`config.mk`:
```
export PLATFORM = sky130hd
export DESIGN_NAME = ecies_sequencer
export DESIGN_NICKNAME = d
export VERILOG_FILES = /design/src/rtl/ecies_sequencer.sv
export SDC_FILE = /design/constraint.sdc
export NUM_CORES = 1
export LEC_CHECK = 0
export CORE_AREA = 3 3 283 285
export DETAILED_ROUTE_END_ITERATION = 8
export DIE_AREA = 0 0 286 288
export DONT_BUFFER_PORTS = 1
export PLACE_DENSITY_LB_ADDON = 0.3
export SYNTH_ARGS = -nofsm -noshare
export SYNTH_HDL_FRONTEND = slang
export SYNTH_SLANG_ARGS = --single-unit
```
`constraint.sdc`:
```
create_clock -name clk -period 2.9 [get_ports clk]
set_input_delay 0.58 -clock clk [delete_from_list [all_inputs] [get_ports clk]]
set_output_delay 0.58 -clock clk [all_outputs]
set_load 0.05 [all_outputs]
```
`src/rtl/ecies_sequencer.sv`:
```
module ecies_sequencer #(
  parameter int W       = 32,
  parameter int DW      = 32,
  parameter int TW      = 32,
  parameter int TIMEOUT = 64
) (
  input  logic            clk,
  input  logic            rst_n,
  input  logic            start,
  input  logic            mode_rx,
  input  logic [W-1:0]    own_priv,
  input  logic [2*W-1:0]  base_point,
  input  logic [2*W-1:0]  peer_pub,
  input  logic [TW-1:0]   rx_tag,
  output logic            rng_en,
  input  logic            rng_done,
  input  logic [W-1:0]    rng_data,
  output logic            pm_en,
  output logic [W-1:0]    pm_scalar,
  output logic [2*W-1:0]  pm_point,
  input  logic            pm_done,
  input  logic [2*W-1:0]  pm_result,
  output logic            hash_en,
  output logic [W-1:0]    hash_in,
  input  logic            hash_done,
  input  logic [W-1:0]    hash_out,
  output logic            mac_en,
  output logic [W-1:0]    mac_key,
  input  logic            mac_done,
  input  logic [TW-1:0]   mac_tag,
  output logic            ciph_en,
  output logic            ciph_decrypt,
  output logic [W-1:0]    ciph_key,
  input  logic            ciph_done,
  input  logic [DW-1:0]   ciph_out,
  output logic            busy,
  output logic            err,
  output logic            cg_valid,
  output logic            reject,
  output logic            pt_valid,
  output logic [DW-1:0]   text_out,
  output logic [2*W-1:0]  pub_out,
  output logic [TW-1:0]   tag_out
);
  localparam int PW = 2 * W;
  localparam int CW = $clog2(TIMEOUT + 1);
  localparam logic [CW-1:0] LAST_WAIT = CW'(TIMEOUT - 1);

  typedef enum logic [2:0] {
    ST_IDLE, ST_RNG, ST_PUB, ST_SHR, ST_HASH, ST_MAC, ST_CIPH, ST_FAIL
  } state_t;

  state_t         state;
  logic           fire;
  logic [CW-1:0]  wcnt;
  logic           mode_q;
  logic [W-1:0]   priv_q;
  logic [PW-1:0]  pub_q;
  logic [W-1:0]   shared_q;
  logic [W-1:0]   key_q;
  logic [TW-1:0]  tag_q;
  logic [TW-1:0]  rxtag_q;
  logic [DW-1:0]  text_q;
  logic           cg_q, rej_q, ptv_q;
  logic           stage_done;
  logic           tag_ok;

  always_comb begin
    case (state)
      ST_RNG:          stage_done = rng_done;
      ST_PUB, ST_SHR:  stage_done = pm_done;
      ST_HASH:         stage_done = hash_done;
      ST_MAC:          stage_done = mac_done;
      ST_CIPH:         stage_done = ciph_done;
      default:         stage_done = 1'b0;
    endcase
  end

  assign tag_ok = (mac_tag == rxtag_q);

  always_ff @(posedge clk or negedge rst_n) begin
    if (!rst_n) begin
      state    <= ST_IDLE;
      fire     <= 1'b0;
      wcnt     <= '0;
      mode_q   <= 1'b0;
      priv_q   <= '0;
      pub_q    <= '0;
      shared_q <= '0;
      key_q    <= '0;
      tag_q    <= '0;
      rxtag_q  <= '0;
      text_q   <= '0;
      cg_q     <= 1'b0;
      rej_q    <= 1'b0;
      ptv_q    <= 1'b0;
    end else begin
      cg_q  <= 1'b0;
      rej_q <= 1'b0;
      case (state)
        ST_IDLE: begin
          if (start) begin
            mode_q  <= mode_rx;
            rxtag_q <= rx_tag;
            ptv_q   <= 1'b0;
            fire    <= 1'b1;
            wcnt    <= '0;
            if (mode_rx) begin
              priv_q <= own_priv;
              state  <= ST_SHR;
            end else begin
              state  <= ST_RNG;
            end
          end
        end
        ST_FAIL: ;
        default: begin
          if (fire) begin
            fire <= 1'b0;
            wcnt <= '0;
          end else if (stage_done) begin
            fire <= 1'b1;
            case (state)
              ST_RNG: begin
                priv_q <= rng_data;
                state  <= ST_PUB;
              end
              ST_PUB: begin
                pub_q <= pm_result;
                state <= ST_SHR;
              end
              ST_SHR: begin
                shared_q <= pm_result[PW-1 -: W];
                state    <= ST_HASH;
              end
              ST_HASH: begin
                key_q <= hash_out;
                state <= ST_MAC;
              end
              ST_MAC: begin
                tag_q <= mac_tag;
                if (mode_q && !tag_ok) begin
                  state <= ST_IDLE;
                  fire  <= 1'b0;
                  rej_q <= 1'b1;
                  ptv_q <= 1'b0;
                end else begin
                  state <= ST_CIPH;
                end
              end
              default: begin
                text_q <= ciph_out;
                state  <= ST_IDLE;
                fire   <= 1'b0;
                if (mode_q) ptv_q <= 1'b1;
                else        cg_q  <= 1'b1;
              end
            endcase
          end else if (wcnt == LAST_WAIT) begin
            state <= ST_FAIL;
          end else begin
            wcnt <= wcnt + 1'b1;
          end
        end
      endcase
    end
  end

  assign rng_en       = fire && (state == ST_RNG);
  assign pm_en        = fire && (state == ST_PUB || state == ST_SHR);
  assign hash_en      = fire && (state == ST_HASH);
  assign mac_en       = fire && (state == ST_MAC);
  assign ciph_en      = fire && (state == ST_CIPH);

  assign pm_scalar    = priv_q;
  assign pm_point     = (state == ST_PUB) ? base_point : peer_pub;
  assign hash_in      = shared_q;
  assign mac_key      = shared_q;
  assign ciph_key     = key_q;
  assign ciph_decrypt = mode_q;

  assign busy     = (state != ST_IDLE);
  assign err      = (state == ST_FAIL);
  assign cg_valid = cg_q;
  assign reject   = rej_q;
  assign pt_valid = ptv_q;
  assign text_out = text_q;
  assign pub_out  = pub_q;
  assign tag_out  = tag_q;

  assert_one_enable_R2: assert property (@(posedge clk) disable iff (!rst_n)
    $onehot0({rng_en, pm_en, hash_en, mac_en, ciph_en}));

  assert_enable_pulse_R2: assert property (@(posedge clk) disable iff (!rst_n)
    (rng_en || pm_en || hash_en || mac_en || ciph_en) |=>
      !(rng_en || pm_en || hash_en || mac_en || ciph_en));

  assert_cg_single_R5: assert property (@(posedge clk) disable iff (!rst_n)
    cg_valid |=> !cg_valid);

  assert_decrypt_gated_R7: assert property (@(posedge clk) disable iff (!rst_n)
    (ciph_en && ciph_decrypt) |-> (tag_q == rxtag_q));

  assert_reject_discard_R8: assert property (@(posedge clk) disable iff (!rst_n)
    reject |-> (!pt_valid && !busy && !cg_valid));

  assert_fail_sticky_R9: assert property (@(posedge clk) disable iff (!rst_n)
    err |=> (err && busy && !(rng_en || pm_en || hash_en || mac_en || ciph_en)));

  assert_no_rng_rx_R6: assert property (@(posedge clk) disable iff (!rst_n)
    (busy && mode_q) |-> !rng_en);
endmodule

```
# Word-level counts from Yosys, hierarchy flattened
# Index checks and enable logic that the tools add are counted.
# classes
n_addsub,1
n_eq_ne,16
muxes,44
n_bitwise,4
reduce_logical,29
# op_table
op,count
$mux 32,5
$mux 64,1
$pmux 32 s2,1
$eq 32x32->1,1
$mux 7,4
$reduce_and 4->1,7
$mux 1,19
$mux 3,5
$pmux 3 s5,1
$pmux 7 s2,1
$eq 3x3->1 const B,4
$ne 3x2->1 const B,3
$reduce_bool 3->1,3
$pmux 1 s2,4
$add 7x1->7 const B,1
$eq 7x6->1 const B,1
$reduce_and 7->1,1
$eq 3x2->1 const B,2
$logic_and 1x1->1,6
$pmux 3 s2,1
$reduce_and 6->1,1
$pmux 1 s5,1
$reduce_or 5->1,1
$ne 2x1->1 const B,2
11 further kinds,18
# word_totals
register_bits,271
elab_cells,108

# Longest topological paths before layout
# logic_depth
ltp_word,8
mapped_depth,8
mapped_depth_nobuf,6

# Least setup slack after synthesis
# OpenSTA, ideal clock, no wires.
# synth_timing
kind,reg-to-output
start,reg state[0]
end,out mac_en
arrival_time_ns,2.008
required_ns,2.320
path_slack_ns,0.312
stages_incl_launch_ff,5
path_buffers,2
cell_sequence,dfrtp_1 buf_2 buf_1 inv_1 nor3_1
# synth_via
elab_chain_cells,2
# synth_lines
item,line,text
"start, declared",53,state_t state;
"start signal, assigned",83,state <= ST_IDLE;
"start signal, assigned",110,state <= ST_SHR;
"start signal, assigned",112,state <= ST_RNG;
$eq 3x3->1,172,assign mac_en = fire && (state == ST_MAC);
$logic_and 1x1->1,172,
"end, declared",27,"output logic mac_en,"
# No other way between the ends.

# Worst setup path in the final report
# layout_timing
start,reg state[1]
end,out pm_point[44]
# layout_via
elab_chain_cells,2
# layout_lines
item,line,text
$eq 3x2->1,176,assign pm_point = (state == ST_PUB) ? base_point : peer_pub;
$mux 64,176,
"end, declared",20,"output logic [2*W-1:0] pm_point,"
# No other way between the ends.

==> results.sh <==
export IMPL_hp_class="in2async"
export IMPL_slew_headroom_pct=32.1
export IMPL_post_synth_most_frequent_cells="dfrtp_1 (271), mux2_2 (229), nand2_1 (108)"
export IMPL_synthTopCellsByArea="dfrtp_1 (55%), mux2_2 (21%), mux2_1 (8.3%)"
export IMPL_crit_type="reg2out"
export IMPL_yosys_area_share_simple_pct=5.92
export IMPL_grt_use_total_pct=9.34
export IMPL_synth_edf_count=0
export IMPL_clk_pin_slew_ns=0.06
export IMPL_grt_pass1_vias=7608
export IMPL_drtIter0Drc=337
export IMPL_start_util_pct=15.9
export IMPL_critPathLaunchType="flop"
export IMPL_path_cells="clkinvlp_4 > nor3_4 > buf_12 > buf_16 > mux2_4"
export IMPL_fp_dieH_um=288
export IMPL_async_flop_share_pct=100
export IMPL_fill_cells=8472
export IMPL_io_buffer_count=0
export IMPL_synth_fp_nets=1317
export IMPL_slowest_stage="mux2_4"
export IMPL_path_max_fanout=17
export IMPL_boundaryPins=724
export IMPL_synthFlopType="dfrtp_1"
export IMPL_worst_slack_ns=0.147
export IMPL_synth_seq_cells=271
export IMPL_yosysUniqueCellTypes=55
export IMPL_drt_pass1_iterations=6
export IMPL_avgSynthCellArea_um2=13.4
export IMPL_violations="negative hold slack"
export IMPL_cpPeakStageDelay_ns=0.45
export IMPL_layout_drive_gt1_share_pct=35.9
export IMPL_core_rowCount=102
export IMPL_cts_max_path_buffers=3
export IMPL_final_util_pct=19.3
export IMPL_worst_pin_slew_ns=1.02
export IMPL_synth_top_cell_area_share_pct=54.8
export IMPL_drc=0
export IMPL_fin_skew_ns=0.0301
export IMPL_wl_per_cell_um=21.6
export IMPL_synth_top_family_by_area="multiplexers"
export IMPL_synth_most_common_cell="dfrtp_1"
export IMPL_detailedPlacementHpwl_um=32200
export IMPL_multi_input_comb_area_um2=5300
export IMPL_seqCellArea_um2=6780
export IMPL_nets=1307
export IMPL_vias=7590
export IMPL_die_w_um=286
export IMPL_rsz0062_at_grt="false"
export IMPL_ant_nets=0
export IMPL_cts_tree="built"
export IMPL_final_period_utilization_pct=94.9
export IMPL_clock_latency_ns=0.55
export IMPL_grt_pass1_wl_um=56500
export IMPL_synth_warnings=0
export IMPL_dp_slack_ns=0.384
export IMPL_die_area_um2=82400
export IMPL_maxCapViolCount=0
export IMPL_worstPathArrival_ns=2.17
export IMPL_finalSetupViolCount=0
export IMPL_cts_root_buffer="clkbuf_16"
export IMPL_fmax_mhz=363
export IMPL_report_final_slew_viol_count=0
export IMPL_synth_adder_area_share_pct=0.101
export IMPL_drt_wl_total_um=42800
export IMPL_area_growth_pct=21.2
export IMPL_gp_congestion=0.797
export IMPL_crit_family="buffers and inverters"
export IMPL_fin_crit_ns=2.75
export IMPL_synth_compound_area_share_pct=2.96
export IMPL_cp_end_kind="output port"
export IMPL_muxShareOfSynthArea_pct=29.2
export IMPL_routed_via_density=3.83
export IMPL_antenna_found_initial=9
export IMPL_synth_xor_xnor_area_share_pct=2.34
export IMPL_fin_hold_ws_ns=-0.249
export IMPL_syn_inst=923
export IMPL_design_core_area_um2=77600
export IMPL_seq_area_frac_synth_pct=54.8
export IMPL_grt_max_degree=272
export IMPL_h_tree_depth=2
export IMPL_finalHoldViolCount=271
export IMPL_synth_largest_area_cell="dfrtp_1"
export IMPL_netlist_area_um2=12400
export IMPL_cts_sinks=271
export IMPL_overflow=0
export IMPL_outcome="finished with violations"
export IMPL_cp_num_buf_inv=3
export IMPL_numCtsBuffers=35
export IMPL_cp_required_ns=2.32
-- routing by layer --
metal | vias up | GRT usage [%] | part of all wire (%)
met4 | 4 | 2.67 | 2.1
li1 | 3204 | - | -
met5 | - | 0 | 0.072
met1 | 3915 | 11.2 | 38
met3 | 53 | 4.53 | 12
met2 | 414 | 14.9 | 48
-- state kept, by name (all words and copies together), names as in the netlist, 3 cells and up --
register   cells
pub_out       64
ciph_key      32
hash_in       32
pm_scalar     32
rxtag_q       32
tag_out       32
text_out      32
wcnt           7
state          3
-- area by class of cell --
class | instances | area share (%)
Multi-Input combinational cell | 564 | 35.3
Antenna cell | 3 | 0.0500
Inverter | 9 | 0.250
Timing Repair Buffer | 32 | 2.69
Sequential cell | 271 | 45.2
Tap cell | 1040 | 8.67
Clock inverter | 18 | 1.44
Clock buffer | 46 | 6.38
-- cells by family after synthesis --
| family | count (synthesis) |
|---|---|
| adders and majority gates | 1 |
| and+or+nand+nor | 162 |
| AOI/OAI and AO/OA | 47 |
| xor gates and xnor gates | 33 |
| muxes | 321 |
| DFF | 271 |
| buffers and inverters | 88 |
-- stage by stage --
| stage | instance area, µm² | instances | TNS (ns) |
|---|---|---|---|
| after global routing | 15000 | 1980 | 0 |
| final | 15000 | 1983 | 0 |
| after global placement | 13400 | 1910 | 0 |
| after CTS | 14800 | 1976 | -0.00347 |
| after detailed placement | 13400 | 1910 | 0 |
| after floorplan | 12400 | 923 | 0 |
-- path summary, 6_finish.rpt --
check / start / endpoint / slack, ns / cells past startpoint
max: state[1] / pm_point[44] / 0.15 / 5
min: rst_n / pub_out[46] / -0.25 / 0
max reg2reg: state[1] / pub_out[4] / 0.53 / 7
min reg2reg: wcnt[3] / wcnt[3] / 0.51 / 1
max in group asynchronous: rst_n / tag_out[17] / 2.69 / 0
min in group clk: mode_rx / ciph_decrypt / 0.15 / 2
-- placed cells by master, fill, tap and decap left out, drive strengths merged, types with 5 or more instances in the layout --
master | Yosys | routed
clkbuf | 8 | 48
buf | 71 | 30
xnor2 | 32 | 32
nand3 | 7 | 7
a31oi | 5 | 5
nor3 | 13 | 13
nand2 | 108 | 108
nor2 | 14 | 14
inv | 9 | 12
nand4 | 8 | 8
clkinv | 0 | 7
dfrtp | 271 | 271
o21ai | 11 | 11
mux2 | 320 | 320
-- repair_timing --
action,in CTS,in global routing
resized for setup,35,34
setup buffers,1,2
gates cloned,1,2
endpoints found under the hold margin,271,271
pin swaps,1,0
endpoints found under the setup margin,64,64
Power is not shown: default switching activity piles up to over one toggle a cycle in this logic, so the estimate is an artifact.
